**src/rtl/msc_pkg.sv**
```systemverilog
package msc_pkg;

  typedef enum logic [2:0] {
    LS_I = 3'd0,
    LS_S = 3'd1,
    LS_E = 3'd2,
    LS_O = 3'd3,
    LS_M = 3'd4
  } line_st_e;

  typedef enum logic [1:0] {
    BC_RD  = 2'd0,
    BC_RDX = 2'd1,
    BC_WB  = 2'd2
  } bus_cmd_e;

  typedef enum logic [1:0] {
    P_IDLE = 2'd0,
    P_WB   = 2'd1,
    P_FILL = 2'd2
  } pstate_e;

endpackage

```
**src/rtl/msc_line_store.sv**
```systemverilog
module msc_line_store import msc_pkg::*; #(
  parameter int INDEX_W = 2,
  parameter int TAG_W   = 6,
  parameter int DATA_W  = 16
) (
  input  logic               clk,
  input  logic               rst,
  input  logic [INDEX_W-1:0] ra_idx,
  output line_st_e           ra_st,
  output logic [TAG_W-1:0]   ra_tag,
  output logic [DATA_W-1:0]  ra_data,
  input  logic [INDEX_W-1:0] rb_idx,
  output line_st_e           rb_st,
  output logic [TAG_W-1:0]   rb_tag,
  output logic [DATA_W-1:0]  rb_data,
  input  logic               wa_en,
  input  logic [INDEX_W-1:0] wa_idx,
  input  line_st_e           wa_st,
  input  logic [TAG_W-1:0]   wa_tag,
  input  logic [DATA_W-1:0]  wa_data,
  input  logic               sb_en,
  input  logic [INDEX_W-1:0] sb_idx,
  input  line_st_e           sb_st
);
  localparam int SETS = 1 << INDEX_W;

  logic [2:0]        st_q   [SETS];
  logic [TAG_W-1:0]  tag_q  [SETS];
  logic [DATA_W-1:0] data_q [SETS];

  // Tag and data carry no reset so they map onto plain RAM.
  always_ff @(posedge clk) begin
    if (wa_en) begin
      tag_q[wa_idx]  <= wa_tag;
      data_q[wa_idx] <= wa_data;
    end
  end

  // State bits: snoop update first, processor update wins on the same set.
  always_ff @(posedge clk) begin
    if (rst) begin
      for (int i = 0; i < SETS; i++) st_q[i] <= LS_I;
    end else begin
      if (sb_en) st_q[sb_idx] <= sb_st;
      if (wa_en) st_q[wa_idx] <= wa_st;
    end
  end

  assign ra_st   = line_st_e'(st_q[ra_idx]);
  assign ra_tag  = tag_q[ra_idx];
  assign ra_data = data_q[ra_idx];
  assign rb_st   = line_st_e'(st_q[rb_idx]);
  assign rb_tag  = tag_q[rb_idx];
  assign rb_data = data_q[rb_idx];

endmodule

```
**src/rtl/msc_proc_rules.sv**
```systemverilog
module msc_proc_rules import msc_pkg::*; (
  input  line_st_e cur,
  input  logic     hit,
  input  logic     is_wr,
  output logic     done_now,
  output logic     need_wb,
  output bus_cmd_e fill_cmd,
  output line_st_e hit_nxt
);
  always_comb begin
    done_now = 1'b0;
    need_wb  = 1'b0;
    fill_cmd = is_wr ? BC_RDX : BC_RD;
    hit_nxt  = cur;
    if (hit) begin
      if (!is_wr) begin
        done_now = 1'b1;
      end else if (cur == LS_E || cur == LS_M) begin
        done_now = 1'b1;
        hit_nxt  = LS_M;
      end else begin
        fill_cmd = BC_RDX;
      end
    end else begin
      need_wb = (cur == LS_M) || (cur == LS_O);
    end
  end
endmodule

```
**src/rtl/msc_snoop_rules.sv**
```systemverilog
module msc_snoop_rules import msc_pkg::*; #(
  parameter int MOESI = 1
) (
  input  line_st_e cur,
  input  logic     hit,
  input  logic     is_rd,
  input  logic     is_rdx,
  input  logic     sup_sel,
  output line_st_e nxt,
  output logic     upd,
  output logic     flush,
  output logic     shared
);
  line_st_e dirty_rd_nxt;

  generate
    if (MOESI != 0) begin : g_owned
      assign dirty_rd_nxt = LS_O;
    end else begin : g_no_owned
      assign dirty_rd_nxt = LS_S;
    end
  endgenerate

  always_comb begin
    nxt    = cur;
    upd    = 1'b0;
    flush  = 1'b0;
    shared = hit && is_rd;
    if (hit && (is_rd || is_rdx)) begin
      upd = 1'b1;
      unique case (cur)
        LS_S: begin
          flush = sup_sel;
          nxt   = is_rdx ? LS_I : LS_S;
        end
        LS_E: begin
          flush = is_rd;
          nxt   = is_rdx ? LS_I : LS_S;
        end
        LS_M: begin
          flush = 1'b1;
          nxt   = is_rdx ? LS_I : dirty_rd_nxt;
        end
        LS_O: begin
          flush = 1'b1;
          nxt   = is_rdx ? LS_I : LS_O;
        end
        default: upd = 1'b0;
      endcase
    end
  end
endmodule

```
**src/rtl/msc_coherence_ctrl.sv**
```systemverilog
module msc_coherence_ctrl import msc_pkg::*; #(
  parameter int ADDR_W  = 8,
  parameter int DATA_W  = 16,
  parameter int INDEX_W = 2,
  parameter int MOESI   = 1
) (
  input  logic              clk,
  input  logic              rst,
  input  logic              pr_valid,
  input  logic              pr_write,
  input  logic [ADDR_W-1:0] pr_addr,
  input  logic [DATA_W-1:0] pr_wdata,
  output logic              pr_ready,
  output logic [DATA_W-1:0] pr_rdata,
  output logic              bm_req,
  output logic [1:0]        bm_cmd,
  output logic [ADDR_W-1:0] bm_addr,
  output logic [DATA_W-1:0] bm_wdata,
  input  logic              bm_done,
  input  logic [DATA_W-1:0] bm_rdata,
  input  logic              shared_in,
  input  logic              sn_valid,
  input  logic [1:0]        sn_cmd,
  input  logic [ADDR_W-1:0] sn_addr,
  input  logic              sup_sel,
  output logic              shared_out,
  output logic              flush_valid,
  output logic [DATA_W-1:0] flush_data
);
  localparam int TAG_W = ADDR_W - INDEX_W;

  // Address split
  logic [INDEX_W-1:0] pa_idx, sa_idx;
  logic [TAG_W-1:0]   pa_tag, sa_tag;
  assign pa_idx = pr_addr[INDEX_W-1:0];
  assign pa_tag = pr_addr[ADDR_W-1:INDEX_W];
  assign sa_idx = sn_addr[INDEX_W-1:0];
  assign sa_tag = sn_addr[ADDR_W-1:INDEX_W];

  // Line store
  line_st_e           ra_st, rb_st;
  logic [TAG_W-1:0]   ra_tag, rb_tag;
  logic [DATA_W-1:0]  ra_data, rb_data;
  logic               wa_en, sb_en;
  logic [INDEX_W-1:0] wa_idx;
  line_st_e           wa_st, sb_st;
  logic [TAG_W-1:0]   wa_tag;
  logic [DATA_W-1:0]  wa_data;

  msc_line_store #(.INDEX_W(INDEX_W), .TAG_W(TAG_W), .DATA_W(DATA_W)) u_store (
    .clk(clk), .rst(rst),
    .ra_idx(pa_idx), .ra_st(ra_st), .ra_tag(ra_tag), .ra_data(ra_data),
    .rb_idx(sa_idx), .rb_st(rb_st), .rb_tag(rb_tag), .rb_data(rb_data),
    .wa_en(wa_en), .wa_idx(wa_idx), .wa_st(wa_st), .wa_tag(wa_tag), .wa_data(wa_data),
    .sb_en(sb_en), .sb_idx(sa_idx), .sb_st(sb_st)
  );

  // Processor-side decisions
  logic     pr_hit, done_now, need_wb;
  bus_cmd_e fill_cmd;
  line_st_e hit_nxt;
  assign pr_hit = (ra_st != LS_I) && (ra_tag == pa_tag);

  msc_proc_rules u_prules (
    .cur(ra_st), .hit(pr_hit), .is_wr(pr_write),
    .done_now(done_now), .need_wb(need_wb), .fill_cmd(fill_cmd), .hit_nxt(hit_nxt)
  );

  // Snoop-side decisions
  logic sn_hit, sn_upd, sn_flush, sn_shared;
  assign sn_hit = (rb_st != LS_I) && (rb_tag == sa_tag);

  msc_snoop_rules #(.MOESI(MOESI)) u_srules (
    .cur(rb_st), .hit(sn_hit),
    .is_rd(sn_cmd == BC_RD), .is_rdx(sn_cmd == BC_RDX), .sup_sel(sup_sel),
    .nxt(sb_st), .upd(sn_upd), .flush(sn_flush), .shared(sn_shared)
  );
  assign sb_en = sn_valid && sn_upd;

  // Sequencer registers
  pstate_e            pst;
  logic [INDEX_W-1:0] cur_idx;
  logic [TAG_W-1:0]   cur_tag;
  logic [DATA_W-1:0]  cur_wdata;
  bus_cmd_e           fill_q;
  logic               pr_ready_q, bm_req_q, shared_q, flush_valid_q;
  logic [DATA_W-1:0]  pr_rdata_q, bm_wdata_q, flush_data_q;
  logic [1:0]         bm_cmd_q;
  logic [ADDR_W-1:0]  bm_addr_q;

  logic               accept, fill_end;
  line_st_e           fill_st;
  logic [DATA_W-1:0]  fill_data;

  assign accept    = (pst == P_IDLE) && pr_valid && !pr_ready_q && !sn_valid;
  assign fill_end  = (pst == P_FILL) && bm_done;
  assign fill_st   = (fill_q == BC_RD) ? (shared_in ? LS_S : LS_E) : LS_M;
  assign fill_data = (fill_q == BC_RD) ? bm_rdata : cur_wdata;

  // Processor write port into the line store
  always_comb begin
    wa_en   = 1'b0;
    wa_idx  = pa_idx;
    wa_st   = hit_nxt;
    wa_tag  = pa_tag;
    wa_data = pr_wdata;
    if (accept && done_now && pr_write) begin
      wa_en = 1'b1;
    end else if (fill_end) begin
      wa_en   = 1'b1;
      wa_idx  = cur_idx;
      wa_st   = fill_st;
      wa_tag  = cur_tag;
      wa_data = fill_data;
    end
  end

  always_ff @(posedge clk) begin
    if (rst) begin
      pst           <= P_IDLE;
      cur_idx       <= '0;
      cur_tag       <= '0;
      cur_wdata     <= '0;
      fill_q        <= BC_RD;
      pr_ready_q    <= 1'b0;
      pr_rdata_q    <= '0;
      bm_req_q      <= 1'b0;
      bm_cmd_q      <= BC_RD;
      bm_addr_q     <= '0;
      bm_wdata_q    <= '0;
      shared_q      <= 1'b0;
      flush_valid_q <= 1'b0;
      flush_data_q  <= '0;
    end else begin
      pr_ready_q    <= 1'b0;
      shared_q      <= sn_valid && sn_shared;
      flush_valid_q <= sn_valid && sn_flush;
      if (sn_valid && sn_flush) flush_data_q <= rb_data;

      unique case (pst)
        P_IDLE: begin
          if (accept) begin
            if (done_now) begin
              pr_ready_q <= 1'b1;
              pr_rdata_q <= pr_write ? pr_wdata : ra_data;
            end else begin
              cur_idx   <= pa_idx;
              cur_tag   <= pa_tag;
              cur_wdata <= pr_wdata;
              fill_q    <= fill_cmd;
              bm_req_q  <= 1'b1;
              if (need_wb) begin
                pst        <= P_WB;
                bm_cmd_q   <= BC_WB;
                bm_addr_q  <= {ra_tag, pa_idx};
                bm_wdata_q <= ra_data;
              end else begin
                pst       <= P_FILL;
                bm_cmd_q  <= fill_cmd;
                bm_addr_q <= pr_addr;
              end
            end
          end
        end
        P_WB: begin
          if (bm_done) begin
            pst       <= P_FILL;
            bm_cmd_q  <= fill_q;
            bm_addr_q <= {cur_tag, cur_idx};
          end
        end
        P_FILL: begin
          if (bm_done) begin
            pst        <= P_IDLE;
            bm_req_q   <= 1'b0;
            pr_ready_q <= 1'b1;
            pr_rdata_q <= fill_data;
          end
        end
        default: pst <= P_IDLE;
      endcase
    end
  end

  assign pr_ready    = pr_ready_q;
  assign pr_rdata    = pr_rdata_q;
  assign bm_req      = bm_req_q;
  assign bm_cmd      = bm_cmd_q;
  assign bm_addr     = bm_addr_q;
  assign bm_wdata    = bm_wdata_q;
  assign shared_out  = shared_q;
  assign flush_valid = flush_valid_q;
  assign flush_data  = flush_data_q;

endmodule

```
**config.mk**
```make
export PLATFORM = sky130hd
export DESIGN_NAME = msc_coherence_ctrl
export DESIGN_NICKNAME = d
export VERILOG_FILES = /design/src/rtl/msc_pkg.sv /design/src/rtl/msc_line_store.sv /design/src/rtl/msc_proc_rules.sv /design/src/rtl/msc_snoop_rules.sv /design/src/rtl/msc_coherence_ctrl.sv
export SDC_FILE = /design/constraint.sdc
export NUM_CORES = 1
export LEC_CHECK = 0
export BUFFER_PORTS_ARGS = -buffer_cell sky130_fd_sc_hd__buf_4
export CAP_MARGIN = 20
export CORE_ASPECT_RATIO = 1.2
export CORE_UTILIZATION = 29
export CTS_CLUSTER_SIZE = 25
export DETAILED_ROUTE_END_ITERATION = 7
export GPL_TIMING_DRIVEN = 0
export SLEW_MARGIN = 20
export SYNTH_ARGS = -nofsm -noshare
export SYNTH_HDL_FRONTEND = slang
export SYNTH_SLANG_ARGS = --single-unit
export TNS_END_PERCENT = 1
```
**constraint.sdc**
```tcl
create_clock -name clk -period 5.1 [get_ports clk]
set_clock_uncertainty 0.2 [all_clocks]
set_input_delay 0 -clock clk [delete_from_list [all_inputs] [get_ports clk]]
set_output_delay 0 -clock clk [all_outputs]
set_load 0.03 [all_outputs]
```
* Word-level counts from Yosys, hierarchy flattened
Memory sizes are Yosys's and may differ from the RTL's. A register that Yosys moved wholly into a read port is not among the register bits. Index checks and enable logic that the tools add are counted.
Cells by class: equality and inequality tests 17, mux-type cells 76, bitwise logic cells 1, reductions and logical operators 36
Operators with widths (count):
- $mux 16 | 7
- $mux 2 | 18
- $mux 8 | 4
- $pmux 16 s2 | 1
- $mux 1 | 28
- $mux 3 | 9
- $reduce_and 4->1 | 5
- $pmux 8 s2 | 1
- $logic_and 1x1->1 | 13
- $eq 3x2->1 const B | 4
- $eq 6x6->1 | 2
- $mux 6 | 2
- $ne 2x2->1 const B | 5
- $eq 3x3->1 const B | 2
- $logic_not 2->1 | 3
- $pmux 2 s3 | 1
- $pmux 3 s2 | 1
- $reduce_bool 3->1 | 2
- $reduce_or 3->1 | 2
- $eq 2x1->1 const B | 2
- $pmux 1 s2 | 2
- $pmux 2 s2 | 1
- $reduce_bool 2->1 | 2
- $reduce_or 2->1 | 2
- 8 further kinds | 11
Word-level totals: register bits after elaboration 74, RAM bits 100, bits of input ports 58, output and inout bits 62, memories kept 3
Memories:
- u_store.data_q | depth 4, bits a word 16, read ports 2, clocked after Yosys merged registers in 1, wr ports 1, line msc_line_store.sv:29 | logic [DATA_W-1:0] data_q [SETS];
- u_store.tag_q | depth 4, bits a word 6, read ports 2, clocked after Yosys merged registers in 0, wr ports 1, line msc_line_store.sv:28 | logic [TAG_W-1:0] tag_q [SETS];
- u_store.st_q | depth 4, bits a word 3, read ports 2, clocked after Yosys merged registers in 0, wr ports 4, line msc_line_store.sv:27 | logic [2:0] st_q [SETS];

* Logic depth before layout (Yosys ltp)
An unclocked memory read counts as a cell.
depth in word-level cells 14, gate-level depth with buffers 10, gate-level depth less buffers 6

* Hierarchy
Synthesis repeated with hierarchy kept, for this count alone.
Second synthesis, totals: cells, all modules 828, area, all modules 9649.3 um^2
Modules (own cells, without submodules):
- msc_coherence_ctrl | times used 1, cells each 592, area an instance 4853.4 um^2
- msc_line_store | times used 1, cells each 201, area an instance 4560.6 um^2
- msc_snoop_rules | times used 1, cells each 21, area an instance 138.9 um^2
- msc_proc_rules | times used 1, cells each 14, area an instance 96.3 um^2

* Worst setup path after synthesis
No wires, ideal clock.
path type reg-to-reg, from memory u_store.st_q[3][1], to memory u_store.data_q[0][0] (enable), library setup time 0.377 ns, arrival 2.263 ns, required time 4.523 ns, setup slack 2.260 ns, stages on the path, launching flop included 7, path buffers 0, path through edfxtp_1 > mux4_2 > xnor2_1 > or3_1 > nor4_1 > nor2_1 > inv_1
RTL lines (line):
- start, declared | msc_line_store.sv:27
- end, declared | msc_line_store.sv:29

==> metrics <==
Syn-to-layout area delta=26.71%; post-place setup slack=1.471 ns; crit end category=flip-flop; Clk Latency, worst-skew pair=0.45 ns; unrepaired setup endpoints after global routing=false; GR peak layer=met2; CTS clock-pin slew for the worst setup and hold paths=0.07 ns; initial antenna violation count=0; yosys warns=0; Max-Cap Viols=0; Worst Path Max Fanout=22; Startpoint Class=flip-flop; Rel. slew slack=27.98%; Ant. Diodes=0; Net Sw Frac=28.37%; sequential fraction of the synthesis area=52.59%; routed vias=7137; Synth Cell Area=9099 um2; Leakage Power=4.305 nW; GRT met3 Usage=3.023%; Fillers=3002; period utilization=68.26%; PostCTS Resize Cnt=0; P_int=2.497 mW; clk sinks=189; Switch Pwr=988.9 uW; Clk pwr share=38.1%; gpl congestion=0.8956; die area=32090 um2; WP data required=4.97 ns; Comb power frac=14.3%; clk buf depth=2; post-DP HPWL=20.80 mm; syn avg cell area=11.43 um2; ratio of cells with drive above 1 in the final layout=22.70%; final instance area=11530 um2; # nets final=1036; routed wire length=27.76 mm; Setup Fix Bufs, Post-CTS=0; row cnt=70; type of the worst min-delay path=in -> reg; largest net degree at the start of global routing=25; final hold viol count=0; die height=196.0 um; Tot Pwr=3.486 mW; CTS Buf Count=17; CTS tree=built; Worst Tran Pin Value=1.079 ns; grt met2 use=30.49%; met1 Usage GRT=22.17%; Post-synth EDFFs=100; DP Area=10480 um2; wire per inst=20.02 um; share of the synthesized area in the top cell type=33.00%; first-pass GRT wire length=41.31 mm; number of distinct library cells after synthesis=58; Max Slew Vio Count=0; core area=30650 um2; Residual DRC=0; synth top area cells=edfxtp_1 33%, dfxtp_1 20%, mux4_2 12%; CP Class=reg -> reg; FMAX=0.2873 GHz; run status=completed; Yosys reg bits=189; ys flop type=edfxtp_1; worst vdd ir=0.0002004 V; hold-fix buffers at CTS=44; Post-Syn Nets=854; post-route ant nets=0; WP data arrival=3.35 ns; largest area contributor in the synthesized netlist=edfxtp_1; Final TNS setup=0 ns; Die W=163.7 um; drt initial violations=621; H-Tree Depth=4; # IOs=120; GRT Total Usage=17.64%; Via density=5.146; Period minus WS final=3.481 ns; Flop pwr share=47.6%; starting density of the core=29.68%; slack of the critical path=1.619 ns; Power per Cell Area=302.4 nW/um2; async set or reset register ratio after synthesis=0%; vias in the first global route=7019; Syn Inst Count=796; Congestion Overflow GR=0; number of port buffers=117; Final setup viols=0; clk root buf=clkbuf_16; Pre-antenna DRT Iters=5
[worst max-delay path, cell delays in order, from the launching register on]
cell and delay, ns:
edfxtp_1 0.39, mux4_2 0.54, xnor2_1 0.21, nand2_1 0.33, nor4_1 0.51, nor2_1 0.15
inv_1 0.76
[flip-flops by register name, indices dropped and copies added (netlist names)]
signal,cells
pst,2
pr_ready,1
fill_q,1
cur_wdata,16
u_store.data_q,64
cur_idx,2
bm_wdata,16
pr_rdata,16
shared_out,1
u_store.st_q,12
bm_req,1
u_store.tag_q,24
flush_data,16
bm_addr,8
cur_tag,6
flush_valid,1
bm_cmd,2
[power groups by stage]
stage               registers (mW)  logic, mW  clock network [mW]
global placement              1.69      0.466                   0
global route                  1.66      0.537                1.41
finish                        1.66      0.497                1.33
floorplan                     1.71      0.271                   0
detailed placement            1.69      0.471                   0
CTS                           1.66      0.498                1.35
[cells in the final DEF, fill, tap and decap left out, drive strengths merged, types with 2 or more instances in the layout]
cell type | Yosys | routed
nand4 | 11 | 11
dfxtp | 89 | 89
nand2 | 133 | 133
xnor2 | 13 | 13
or3 | 4 | 4
mux2 | 2 | 2
o21ai | 40 | 40
a311oi | 2 | 2
o31ai | 6 | 6
clkinv | 1 | 10
a31oi | 4 | 4
nor2b | 8 | 8
clkbuf | 39 | 56
nand4b | 2 | 2
buf | 15 | 134
nand3b | 3 | 3
and3 | 17 | 17
nor2 | 54 | 54
edfxtp | 100 | 100
nand2b | 4 | 4
nor3b | 2 | 2
nor3 | 7 | 7
mux2i | 60 | 60
a21oi | 62 | 62
nand3 | 30 | 30
dlygate4sd3 | 0 | 44
and2 | 2 | 2
o221ai | 4 | 4
nor4 | 6 | 6
a221oi | 2 | 2
inv | 7 | 13
mux4 | 50 | 50
[final timing paths]
path	from	end	slack, ns	cells after the start
max	u_store.tag_q[3][3]	u_store.data_q[3][5]	1.62	6
min	sn_addr[4]	u_store.st_q[3][1]	0.05	6
max reg2reg	u_store.tag_q[3][3]	u_store.data_q[3][5]	1.62	6
min reg2reg	cur_wdata[9]	cur_wdata[9]	0.26	2
[kinds of logic (layout without fill, tap and decap cells)]
| group | Yosys count | after routing | share of synthesized area (%) |
|---|---|---|---|
| compound gates | 131 | 131 | 8.732 |
| xor+xnor | 13 | 13 | 1.581 |
| buf+inv | 62 | 257 | 3.094 |
| flops | 189 | 189 | 52.59 |
| mux | 112 | 112 | 19.22 |
| simple gates | 289 | 289 | 14.78 |
[Yosys cell counts (3+ instances only)]
library cell,count
nand2_1,133
edfxtp_1,100
dfxtp_1,89
a21oi_1,62
mux2i_1,60
nor2_1,54
mux4_2,50
clkbuf_1,39
o21ai_0,35
nand3_1,30
and3_1,17
nand4_1,10
xnor2_1,9
nor2b_1,8
inv_1,7
buf_4,6
nor3_1,6
nor4_1,6
nand2b_1,4
o21ai_1,4
o221ai_1,4
o31ai_1,4
or3_1,4
xnor2_2,4
buf_1,3
buf_2,3
buf_6,3
nand3b_1,3
[cell type report]
| class | count | area [um2] | area share, % |
|---|---|---|---|
| Clock inverter | 15 | 170.2 | 1.476 |
| Buffer | 54 | 251.5 | 2.181 |
| Multi-Input combinational cell | 545 | 4033 | 34.98 |
| Tap cell | 396 | 495.5 | 4.298 |
| Sequential cell | 189 | 4785 | 41.50 |
| Timing Repair Buffer | 163 | 1339 | 11.61 |
| Inverter | 8 | 30.03 | 0.2605 |
| Clock buffer | 17 | 425.4 | 3.690 |
[layer usage]
metal  vias up  share of wire [%]  routed length [um]
met2       261                 51               14260
met1      3518                 41               11270
met5         -                  0                   0
met4         0                2.1                 571
li1       3324                  -                   -
met3        34                6.0                1664
[stage by stage]
stage / hold slack [ns] / util [%] / instances
final: 0.05469 / 37.61 / 1387
after global routing: 0.1005 / 37.61 / 1387
after CTS: 0.05437 / 37.56 / 1386
after detailed placement: 0.08298 / 34.18 / 1310
after global placement: 0.07757 / 34.16 / 1309
after floorplan: -0.06404 / - / 796
Power figures use the tool's default switching activity.
